`config.mk`:
```
export PLATFORM = sky130hd
export DESIGN_NAME = buck_gate_seq
export DESIGN_NICKNAME = d
export VERILOG_FILES = /design/src/rtl/buck_seq_pkg.sv /design/src/rtl/buck_period_timer.sv /design/src/rtl/buck_pwm_latch.sv /design/src/rtl/buck_dead_time.sv /design/src/rtl/buck_gate_seq.sv
export SDC_FILE = /design/constraint.sdc
export NUM_CORES = 1
export LEC_CHECK = 0
export ABC_CLOCK_PERIOD_IN_PS = 1380
export BUFFER_PORTS_ARGS = -buffer_cell sky130_fd_sc_hd__buf_2
export CORE_UTILIZATION = 45
export CTS_BUF_LIST = sky130_fd_sc_hd__clkbuf_8
export CTS_CLUSTER_SIZE = 20
export DETAILED_ROUTE_END_ITERATION = 16
export GPL_ROUTABILITY_DRIVEN = 0
export PLACE_DENSITY = 0.64
export SYNTH_ARGS = -nofsm -noshare
export SYNTH_HDL_FRONTEND = slang
export SYNTH_HIERARCHICAL = 1
export SYNTH_SLANG_ARGS = --single-unit
```
`constraint.sdc`:
```
create_clock -name clk -period 1.38 [get_ports clk]
set_input_delay 0.138 -clock clk [delete_from_list [all_inputs] [get_ports clk]]
set_output_delay 0.138 -clock clk [all_outputs]
set_load 0.1 [all_outputs]
```
`src/rtl/buck_seq_pkg.sv`:
```
package buck_seq_pkg;
  // Gate requests handed from the latch stage to the non-overlap stage
  typedef struct packed {
    logic hs;
    logic ls;
  } gate_req_t;
endpackage

```
`src/rtl/buck_period_timer.sv`:
```
module buck_period_timer #(
  parameter int PERIOD_TICKS = 16
) (
  input  logic clk,
  input  logic rst_n,
  input  logic cyc_start,
  output logic mid_mark
);
  localparam int PW = $clog2(PERIOD_TICKS);
  localparam logic [PW-1:0] LAST = PW'(PERIOD_TICKS - 1);
  localparam logic [PW-1:0] HALF = PW'(PERIOD_TICKS / 2);

  logic [PW-1:0] tick_cnt;

  always_ff @(posedge clk) begin
    if (!rst_n)                tick_cnt <= LAST;
    else if (cyc_start)        tick_cnt <= '0;
    else if (tick_cnt != LAST) tick_cnt <= tick_cnt + PW'(1);
  end

  assign mid_mark = (tick_cnt == HALF);


  mid_single_chk: assert property (@(posedge clk) disable iff (!rst_n)
    mid_mark |=> !mid_mark);
endmodule

```
`src/rtl/buck_pwm_latch.sv`:
```
module buck_pwm_latch
  import buck_seq_pkg::*;
#(
  parameter int MAX_ON_CYCLES = 20
) (
  input  logic      clk,
  input  logic      rst_n,
  input  logic      kill,
  input  logic      start,
  input  logic      stop_req,
  input  logic      mid_mark,
  input  logic      ss_done,
  output gate_req_t req,
  output logic      ls_allowed
);
  localparam int OW = $clog2(MAX_ON_CYCLES + 1);
  localparam logic [OW-1:0] LIMIT = OW'(MAX_ON_CYCLES);

  logic          on_q;
  logic          tried_q;
  logic [OW-1:0] run_cnt;
  logic          refresh_cut;

  assign refresh_cut = (run_cnt == LIMIT) && mid_mark;

  always_ff @(posedge clk) begin
    if (!rst_n || kill) begin
      on_q    <= 1'b0;
      tried_q <= 1'b0;
      run_cnt <= '0;
    end else if (start) begin
      on_q    <= 1'b1;
      tried_q <= 1'b1;
      if (!on_q)                run_cnt <= OW'(1);
      else if (run_cnt != LIMIT) run_cnt <= run_cnt + OW'(1);
    end else if (on_q && (stop_req || refresh_cut)) begin
      on_q    <= 1'b0;
      run_cnt <= '0;
    end
  end

  assign ls_allowed = tried_q || ss_done;
  assign req.hs     = on_q;
  assign req.ls     = !on_q && ls_allowed;


  run_bound_chk: assert property (@(posedge clk) disable iff (!rst_n)
    run_cnt <= LIMIT);


  kill_clear_chk: assert property (@(posedge clk) disable iff (!rst_n)
    kill |=> (!on_q && !tried_q));


  start_wins_chk: assert property (@(posedge clk) disable iff (!rst_n)
    (start && !kill) |=> on_q);
endmodule

```
`src/rtl/buck_dead_time.sv`:
```
module buck_dead_time
  import buck_seq_pkg::*;
#(
  parameter int DEAD_TICKS = 2
) (
  input  logic      clk,
  input  logic      rst_n,
  input  logic      kill,
  input  gate_req_t req,
  output logic      hs_en,
  output logic      ls_en
);
  localparam int DW = $clog2(DEAD_TICKS + 1);
  localparam logic [DW-1:0] GAP = DW'(DEAD_TICKS);
  localparam logic [DW-1:0] ONE = DW'(1);

  logic [DW-1:0] gap_cnt;

  always_ff @(posedge clk) begin
    if (!rst_n) begin
      hs_en   <= 1'b0;
      ls_en   <= 1'b0;
      gap_cnt <= GAP;
    end else if (kill) begin
      hs_en   <= 1'b0;
      ls_en   <= 1'b0;
      gap_cnt <= ONE;
    end else if (hs_en && !req.hs) begin
      hs_en   <= 1'b0;
      gap_cnt <= ONE;
    end else if (ls_en && !req.ls) begin
      ls_en   <= 1'b0;
      gap_cnt <= ONE;
    end else if (!hs_en && !ls_en) begin
      if (gap_cnt != GAP) gap_cnt <= gap_cnt + ONE;
      else if (req.hs)    hs_en   <= 1'b1;
      else if (req.ls)    ls_en   <= 1'b1;
    end
  end


  gate_overlap_chk: assert property (@(posedge clk) disable iff (!rst_n)
    !(hs_en && ls_en));


  hs_gap_chk: assert property (@(posedge clk) disable iff (!rst_n)
    $rose(hs_en) |-> $past(!ls_en));


  ls_gap_chk: assert property (@(posedge clk) disable iff (!rst_n)
    $rose(ls_en) |-> $past(!hs_en));
endmodule

```
`src/rtl/buck_gate_seq.sv`:
```
module buck_gate_seq
  import buck_seq_pkg::*;
#(
  parameter int PERIOD_TICKS  = 16,
  parameter int MAX_ON_CYCLES = 20,
  parameter int DEAD_TICKS    = 2
) (
  input  logic clk,
  input  logic rst_n,
  input  logic pwm_set,
  input  logic pwm_rst_req,
  input  logic ss_done,
  input  logic drv_disable,
  output logic hs_en,
  output logic ls_en
);
  gate_req_t gate_req;
  logic      mid_mark;
  logic      ls_allowed;

  buck_period_timer #(.PERIOD_TICKS(PERIOD_TICKS)) u_timer (
    .clk       (clk),
    .rst_n     (rst_n),
    .cyc_start (pwm_set),
    .mid_mark  (mid_mark)
  );

  buck_pwm_latch #(.MAX_ON_CYCLES(MAX_ON_CYCLES)) u_latch (
    .clk        (clk),
    .rst_n      (rst_n),
    .kill       (drv_disable),
    .start      (pwm_set),
    .stop_req   (pwm_rst_req),
    .mid_mark   (mid_mark),
    .ss_done    (ss_done),
    .req        (gate_req),
    .ls_allowed (ls_allowed)
  );

  buck_dead_time #(.DEAD_TICKS(DEAD_TICKS)) u_dead (
    .clk   (clk),
    .rst_n (rst_n),
    .kill  (drv_disable),
    .req   (gate_req),
    .hs_en (hs_en),
    .ls_en (ls_en)
  );


  ls_permit_chk: assert property (@(posedge clk) disable iff (!rst_n)
    ls_en |-> $past(ls_allowed));


  disable_off_chk: assert property (@(posedge clk) disable iff (!rst_n)
    drv_disable |=> (!hs_en && !ls_en));
endmodule

```
==> results of run 1 <==
## power by group through the flow
| stage | clock network (mW) | registers, mW | logic (mW) |
|---|---|---|---|
| 3_3_place_gp | 0 | 0.488 | 0.175 |
| 2_1_floorplan | 0 | 0.499 | 0.119 |
| 3_5_place_dp | 0 | 0.488 | 0.182 |
| 6_report | 0.352 | 0.483 | 0.206 |
| 4_1_cts | 0.370 | 0.479 | 0.190 |
| 5_1_grt | 0.393 | 0.486 | 0.228 |
## metal layers
layer  GRT usage  up-vias
met5           0        -
met1       0.232      313
met2       0.306       10
met4       0.109        0
li1            -      356
met3      0.0367        0
## cell type report
cell class | instances | area, sq um
fillers | 142 | 567
multi-input cells | 67 | 524
flip-flops and latches | 15 | 305
repair buffers | 14 | 87.6
clock buffers | 3 | 41.3
inverters | 7 | 26.3
well taps | 16 | 20.0
clock inverters | 1 | 5.00
## cell usage after synthesis
cell type | n | area share
o41ai_1 | 1 | 0.011
ha_1 | 5 | 0.078
nand2b_1 | 3 | 0.023
a21oi_1 | 8 | 0.050
nand3_1 | 4 | 0.025
xnor2_1 | 2 | 0.022
o21a_1 | 1 | 0.0094
nor2b_1 | 3 | 0.023
o31ai_1 | 1 | 0.0094
a22oi_4 | 1 | 0.027
nor3_2 | 1 | 0.012
nand3_2 | 2 | 0.025
o41a_1 | 1 | 0.014
nand4_1 | 1 | 0.0078
nor4_1 | 1 | 0.0078
inv_1 | 7 | 0.033
nand3b_1 | 1 | 0.0094
or2_1 | 1 | 0.0078
and4b_4 | 1 | 0.017
and2_1 | 1 | 0.0078
dfxtp_1 | 15 | 0.37
nand4bb_1 | 1 | 0.014
nor3b_1 | 1 | 0.0094
nand2_1 | 6 | 0.028
mux2i_1 | 4 | 0.050
a31oi_1 | 1 | 0.0078
nor2_1 | 6 | 0.028
buf_4 | 1 | 0.0094
o21ai_1 | 3 | 0.019
a211oi_1 | 1 | 0.0094
o21ai_0 | 5 | 0.031
## kinds of logic after synthesis
family / count (synthesis) / synth area share
AND/OR/NAND/NOR: 33 / 0.247
AO/OA/AOI/OAI: 23 / 0.187
flip-flops: 15 / 0.374
buffers and inverters: 8 / 0.0421
adder cells (fa/ha/maj): 5 / 0.0780
multiplexers: 4 / 0.0499
XOR/XNOR: 2 / 0.0218
## worst max-delay path by stage
stage,from,to,slack (ns),depth (start not counted)
floorplan,u_latch/run_cnt[0]$_SDFFE_PP0P_,u_latch/run_cnt[3]$_SDFFE_PP0P_,0.02,6
CTS,u_latch/run_cnt[0]$_SDFFE_PP0P_,u_latch/run_cnt[1]$_SDFFE_PP0P_,-0.04,6
finish,u_latch/run_cnt[1]$_SDFFE_PP0P_,u_latch/run_cnt[1]$_SDFFE_PP0P_,-0.06,6
detailed placement,u_latch/run_cnt[0]$_SDFFE_PP0P_,u_latch/run_cnt[1]$_SDFFE_PP0P_,-0.03,6
global route,u_latch/run_cnt[1]$_SDFFE_PP0P_,u_latch/run_cnt[1]$_SDFFE_PP0P_,-0.11,6
global placement,u_latch/run_cnt[0]$_SDFFE_PP0P_,u_latch/run_cnt[1]$_SDFFE_PP0P_,0.02,6
## flip-flops by register name (all words and copies together) (netlist names)
register / count
u_dead/hs_en: 1
u_dead/ls_en: 1
u_dead/gap_cnt: 2
u_latch/on_q: 1
u_latch/run_cnt: 5
u_latch/tried_q: 1
u_timer/tick_cnt: 4
## through the flow
| stage | setup TNS, ns | setup WS (ns) | hold slack [ns] |
|---|---|---|---|
| after floorplan | 0 | 0.0215 | 0.204 |
| after global placement | 0 | 0.0182 | 0.398 |
| after detailed placement | -0.0337 | -0.0286 | 0.403 |
| after CTS | -0.0805 | -0.0448 | 0.138 |
| after global routing | -0.348 | -0.107 | 0.139 |
| final | -0.108 | -0.0553 | 0.143 |
## what timing repair did
| action | 4_1_cts | 5_1_grt |
|---|---|---|
| cloned | 0 | 0 |
| setup endpoints to repair | 4 | 7 |
| hold endpoints to repair | 0 | 0 |
| gates resized for setup | 1 | 14 |
| pin swaps | 1 | 5 |
| setup buffers | 0 | 1 |
==> reports/qor.csv, run 1 <==
metric,value,unit
outcome,finished with violations,
failed_checks,setup timing,
final_core_util,0.640,
track_usage,0.188,
critPathSlowestCell,dfxtp_1,
final_cell_mix,"dfxtp_1, a21oi_1, buf_2, buf_4, nand2_1",
r2r_end,u_latch/run_cnt[1]$_SDFFE_PP0P_,
drt_iter0_drc,24,
r2r-start,u_latch/run_cnt[1]$_SDFFE_PP0P_,
fin_ws,-0.0553,ns
drv_slew,0,
critPathMaxStageDelay,0.32,ns
io_pins,8,
cp_max_fo,5,
top_layer_used,met3,
rows,14,
cts-root-buf,clkbuf_8,
required,1.56,ns
p_switching,283,uW
tightest_slew,0.483,ns
ys_seq_area_frac,0.374,
antenna_found_initial,0,
routed_wl,1.66,mm
die_w,44.2,um
cts_tree,yes,
hold_violations,0,
grt_pass1_vias,648,
hold_class,primary input to flop,
grt_max_degree,12,
crit_family,simple AND/OR/NAND/NOR gates,
grt_pass1_wl,2.70,mm
postRouteAntennaNets,0,
ys_seq_elements,15,
num_vias,679,
power,1.04,mW
p_int,758,uW
syn_inst,90,
p_comb_frac,0.198,
reg2reg_depth,6,
clkSinkCount,15,
rrSetupSlack,-0.06,ns
start_util,0.509,
synth_area,802,sq um
min_from,drv_disable,
place_inst,118,
timing.critical_path.buf_inv,1,
fin_crit,1.44,ns
core,1580,sq um
seqPwrFrac,0.464,
maxCapViolCount,0,
m1WireLength,822,um
clkTransAtPathRegs,0.06,ns
final_common_cell,dfxtp_1,
leakagePower,0.445,nW
io_buffers,7,
p_clk_frac,0.338,
clock_path_buffers,2,
hold_buffers,0,
avgViaCountPerCell,5.52,
setup_viol,4,
die_area,1950,sq um
wl_met3,38,um
fin_skew,0.00167,ns
fmax,697,MHz
final_cells,123,
critPathCaptureType,flop,
path_class,flop to flop,
fin_nets,119,
firstDrtPassIters,6,
crit_chain,inv_2 -> ha_4 -> and4b_4 -> nand3_4 -> a22oi_4 -> mux2i_1,
period_share,1.04,
rsz0062_at_grt,true,
drcViolationCount,0,
syn_area_per_cell,8.91,sq um
detail_route.wl_per_cell,13.5,um
worstSkewPairLatency,0.24,ns
dp_hpwl,1.18,mm
worstPathArrival,1.61,ns
synth.distinct_cells,31,
hold_depth,2,
final_area,1010,sq um
irDropWorstVdd,0.560,mV
powerDensity,1030,nW/um^2
worst_slew_margin_rel,0.680,
met2_length,798,um
min_to,u_dead/gap_cnt[1]$_SDFFE_PN1P_,
die_y,44.2,um
diodes,0,
startpoint_type,flop,
cts_buffers,3,
dpl-instance-area,897,sq um
grt_overflow,0,
syn-num-nets,101,
syn2layout_area_growth,25.9,%
layout-drive-gt1-share,0.318,
yosys_warnings,6,
swShare,0.272,
cts_max_level,1,
(Power assumes the default switching activity.)
==> run 2: changes to the inputs <==
--- a/config.mk
+++ b/config.mk
@@ -6,13 +6,14 @@
 export NUM_CORES = 1
 export LEC_CHECK = 0
 export ABC_CLOCK_PERIOD_IN_PS = 1380
-export BUFFER_PORTS_ARGS = -buffer_cell sky130_fd_sc_hd__buf_2
 export CORE_UTILIZATION = 45
 export CTS_BUF_LIST = sky130_fd_sc_hd__clkbuf_8
 export CTS_CLUSTER_SIZE = 20
 export DETAILED_ROUTE_END_ITERATION = 16
+export DONT_BUFFER_PORTS = 1
 export GPL_ROUTABILITY_DRIVEN = 0
-export PLACE_DENSITY = 0.64
+export PLACE_DENSITY = 0.6
+export SLEW_MARGIN = 0
 export SYNTH_ARGS = -nofsm -noshare
 export SYNTH_HDL_FRONTEND = slang
 export SYNTH_HIERARCHICAL = 1
==> reports/qor.csv, run 2 (synthesis gave the netlist of run 1 again) <==
metric,value,unit,change
core,1580,sq um,unchanged
grt_overflow,0,,unchanged
top_layer_used,met4,,
fin_crit,1.44,ns,+0.00587 ns
cts-root-buf,clkbuf_8,,
setup_viol,3,,-1
clkTransAtPathRegs,0.06,ns,about the same
start_util,0.509,,unchanged
multi_input_area,519,sq um,-0.95%
fin_nets,123,,+3.4%
worst_slew_margin_rel,0.749,,+0.0687
powerDensity,985,nW/um^2,-4.5%
diodes,0,,unchanged
cp_max_fo,2,,-3
die_y,44.2,um,unchanged
wl_met3,81,um,+110%
critPathCaptureType,flop,,
dp_hpwl,1.15,mm,-2.4%
irDropWorstVdd,0.911,mV,+63%
rsz0062_at_grt,true,,
final_core_util,0.672,,+0.0317
largest_register,u_latch/run_cnt,,
clock_path_buffers,2,,unchanged
io_buffers,0,,-7
detail_route.wl_per_cell,14.0,um,+4.0%
io_pins,8,,unchanged
drv_slew,0,,unchanged
drcViolationCount,0,,unchanged
ff_latch_area,307,sq um,+0.41%
leakagePower,0.479,nW,+7.7%
worstPathArrival,1.60,ns,about the same
m1WireLength,793,um,-3.5%
clkSinkCount,15,,unchanged
grt_pass1_vias,661,,+2.0%
fin_skew,0.000671,ns,-0.00100 ns
fin_setup_tns,-0.111,ns,-0.00337 ns
cts_buffers,3,,unchanged
antenna_found_initial,0,,unchanged
layout-drive-gt1-share,0.306,,-0.0115
syn2layout_area_growth,32.1,%,
required,1.53,ns,-0.03 ns
dpl-instance-area,877,sq um,-2.2%
grt_max_degree,12,,unchanged
final_common_cell,buf_4,,
drt_iter0_drc,10,,-58%
reg_top3,"u_latch/run_cnt (5), u_timer/tick_cnt (4), u_dead/gap_cnt (2)",,
rows,14,,unchanged
maxCapViolCount,0,,unchanged
fmax,694,MHz,-0.41%
final_cells,127,,+3.3%
cts_tree,yes,,
die_area,1950,sq um,unchanged
firstDrtPassIters,4,,-2
fin_ws,-0.0612,ns,-0.00587 ns
grt_pass1_wl,2.97,mm,+10%
period_share,1.04,,+0.00426
hold_class,primary input to flop,,
place_inst,113,,-4.2%
avgViaCountPerCell,5.56,,+0.70%
postRouteAntennaNets,0,,unchanged
hold_violations,0,,unchanged
met2_length,882,um,+11%
largest_reg_flops,5,,unchanged
tightest_slew,0.375,ns,-0.107 ns
cts_max_level,1,,unchanged
track_usage,0.212,,+0.0238
die_w,44.2,um,unchanged
failed_checks,setup timing,,
routed_wl,1.78,mm,+7.4%
fillers,133,,-6.3%
outcome,finished with violations,,
final_area,1060,sq um,+5.0%
worstSkewPairLatency,0.24,ns,about the same
final_cell_mix,"buf_4, dfxtp_1, a21oi_1",,
startpoint_type,flop,,
path_class,flop to flop,,
num_vias,706,,+4.0%
[run 2: cell count changes in the layout (fill, tap and decap cells not counted), sizes merged]
cell / before / now
inv: 7 / 8
clkinv: 1 / 0
buf: 14 / 15
dlygate4sd3: 0 / 3
[run 2: path summary, 6_finish.rpt]
kind	start	to	slack, ns	cells after the start
min reg2reg	u_latch/tried_q$_SDFFE_PP0P_	u_latch/tried_q$_SDFFE_PP0P_	0.46	2
min	pwm_set	u_latch/tried_q$_SDFFE_PP0P_	0.02	2
max	u_latch/run_cnt[0]$_SDFFE_PP0P_	u_latch/run_cnt[0]$_SDFFE_PP0P_	-0.06	8
max reg2reg	u_latch/run_cnt[0]$_SDFFE_PP0P_	u_latch/run_cnt[0]$_SDFFE_PP0P_	-0.06	8
[run 2: where the power goes]
group / switching [mW] / internal (mW)
Combinational: 0.103 / 0.110
Sequential: 0.0238 / 0.460
Clock: 0.150 / 0.197
Total: 0.276 / 0.767
[run 2: timing repair]
action,CTS,global route
hold buffers,3,0
setup endpoints to repair,5,6
setup buffers,6,1
endpoints found under the hold margin,5,0
cloned,0,0
pin swaps,3,3
resized for setup,8,6
[run 2: layout make-up]
type / count / area share
timing repair buffer: 18 / 0.135
tap: 16 / 0.0189
clock inverter: 1 / 0.00354
clock buffer: 3 / 0.0390
inverter: 7 / 0.0248
multi-input combinational: 67 / 0.490
sequential: 15 / 0.289
[run 2: per-stage QoR]
| stage | worst slack [ns] | power [mW] | hold WS [ns] |
|---|---|---|---|
| after floorplan | 0.0215 | 0.618 | 0.204 |
| after global placement | 0.0111 | 0.651 | 0.213 |
| after detailed placement | -0.0335 | 0.656 | 0.212 |
| after CTS | -0.0564 | 1.03 | 0.0142 |
| after global routing | -0.107 | 1.11 | 0.0131 |
| final | -0.0612 | 1.04 | 0.0150 |
[run 2: routing by layer]
metal | vias to the layer above | track usage
li1 | 363 | -
met1 | 327 | 0.262
met2 | 12 | 0.344
met3 | 4 | 0.0735
met4 | 0 | 0.0727
met5 | - | 0
[run 2: critical path: stages, from the launching register on]
cell and delay [ns]:
dfxtp_2 0.33, inv_2 0.05, buf_4 0.13, buf_4 0.12, buf_4 0.12, buf_4 0.12
buf_4 0.12, buf_4 0.12, o31ai_2 0.23
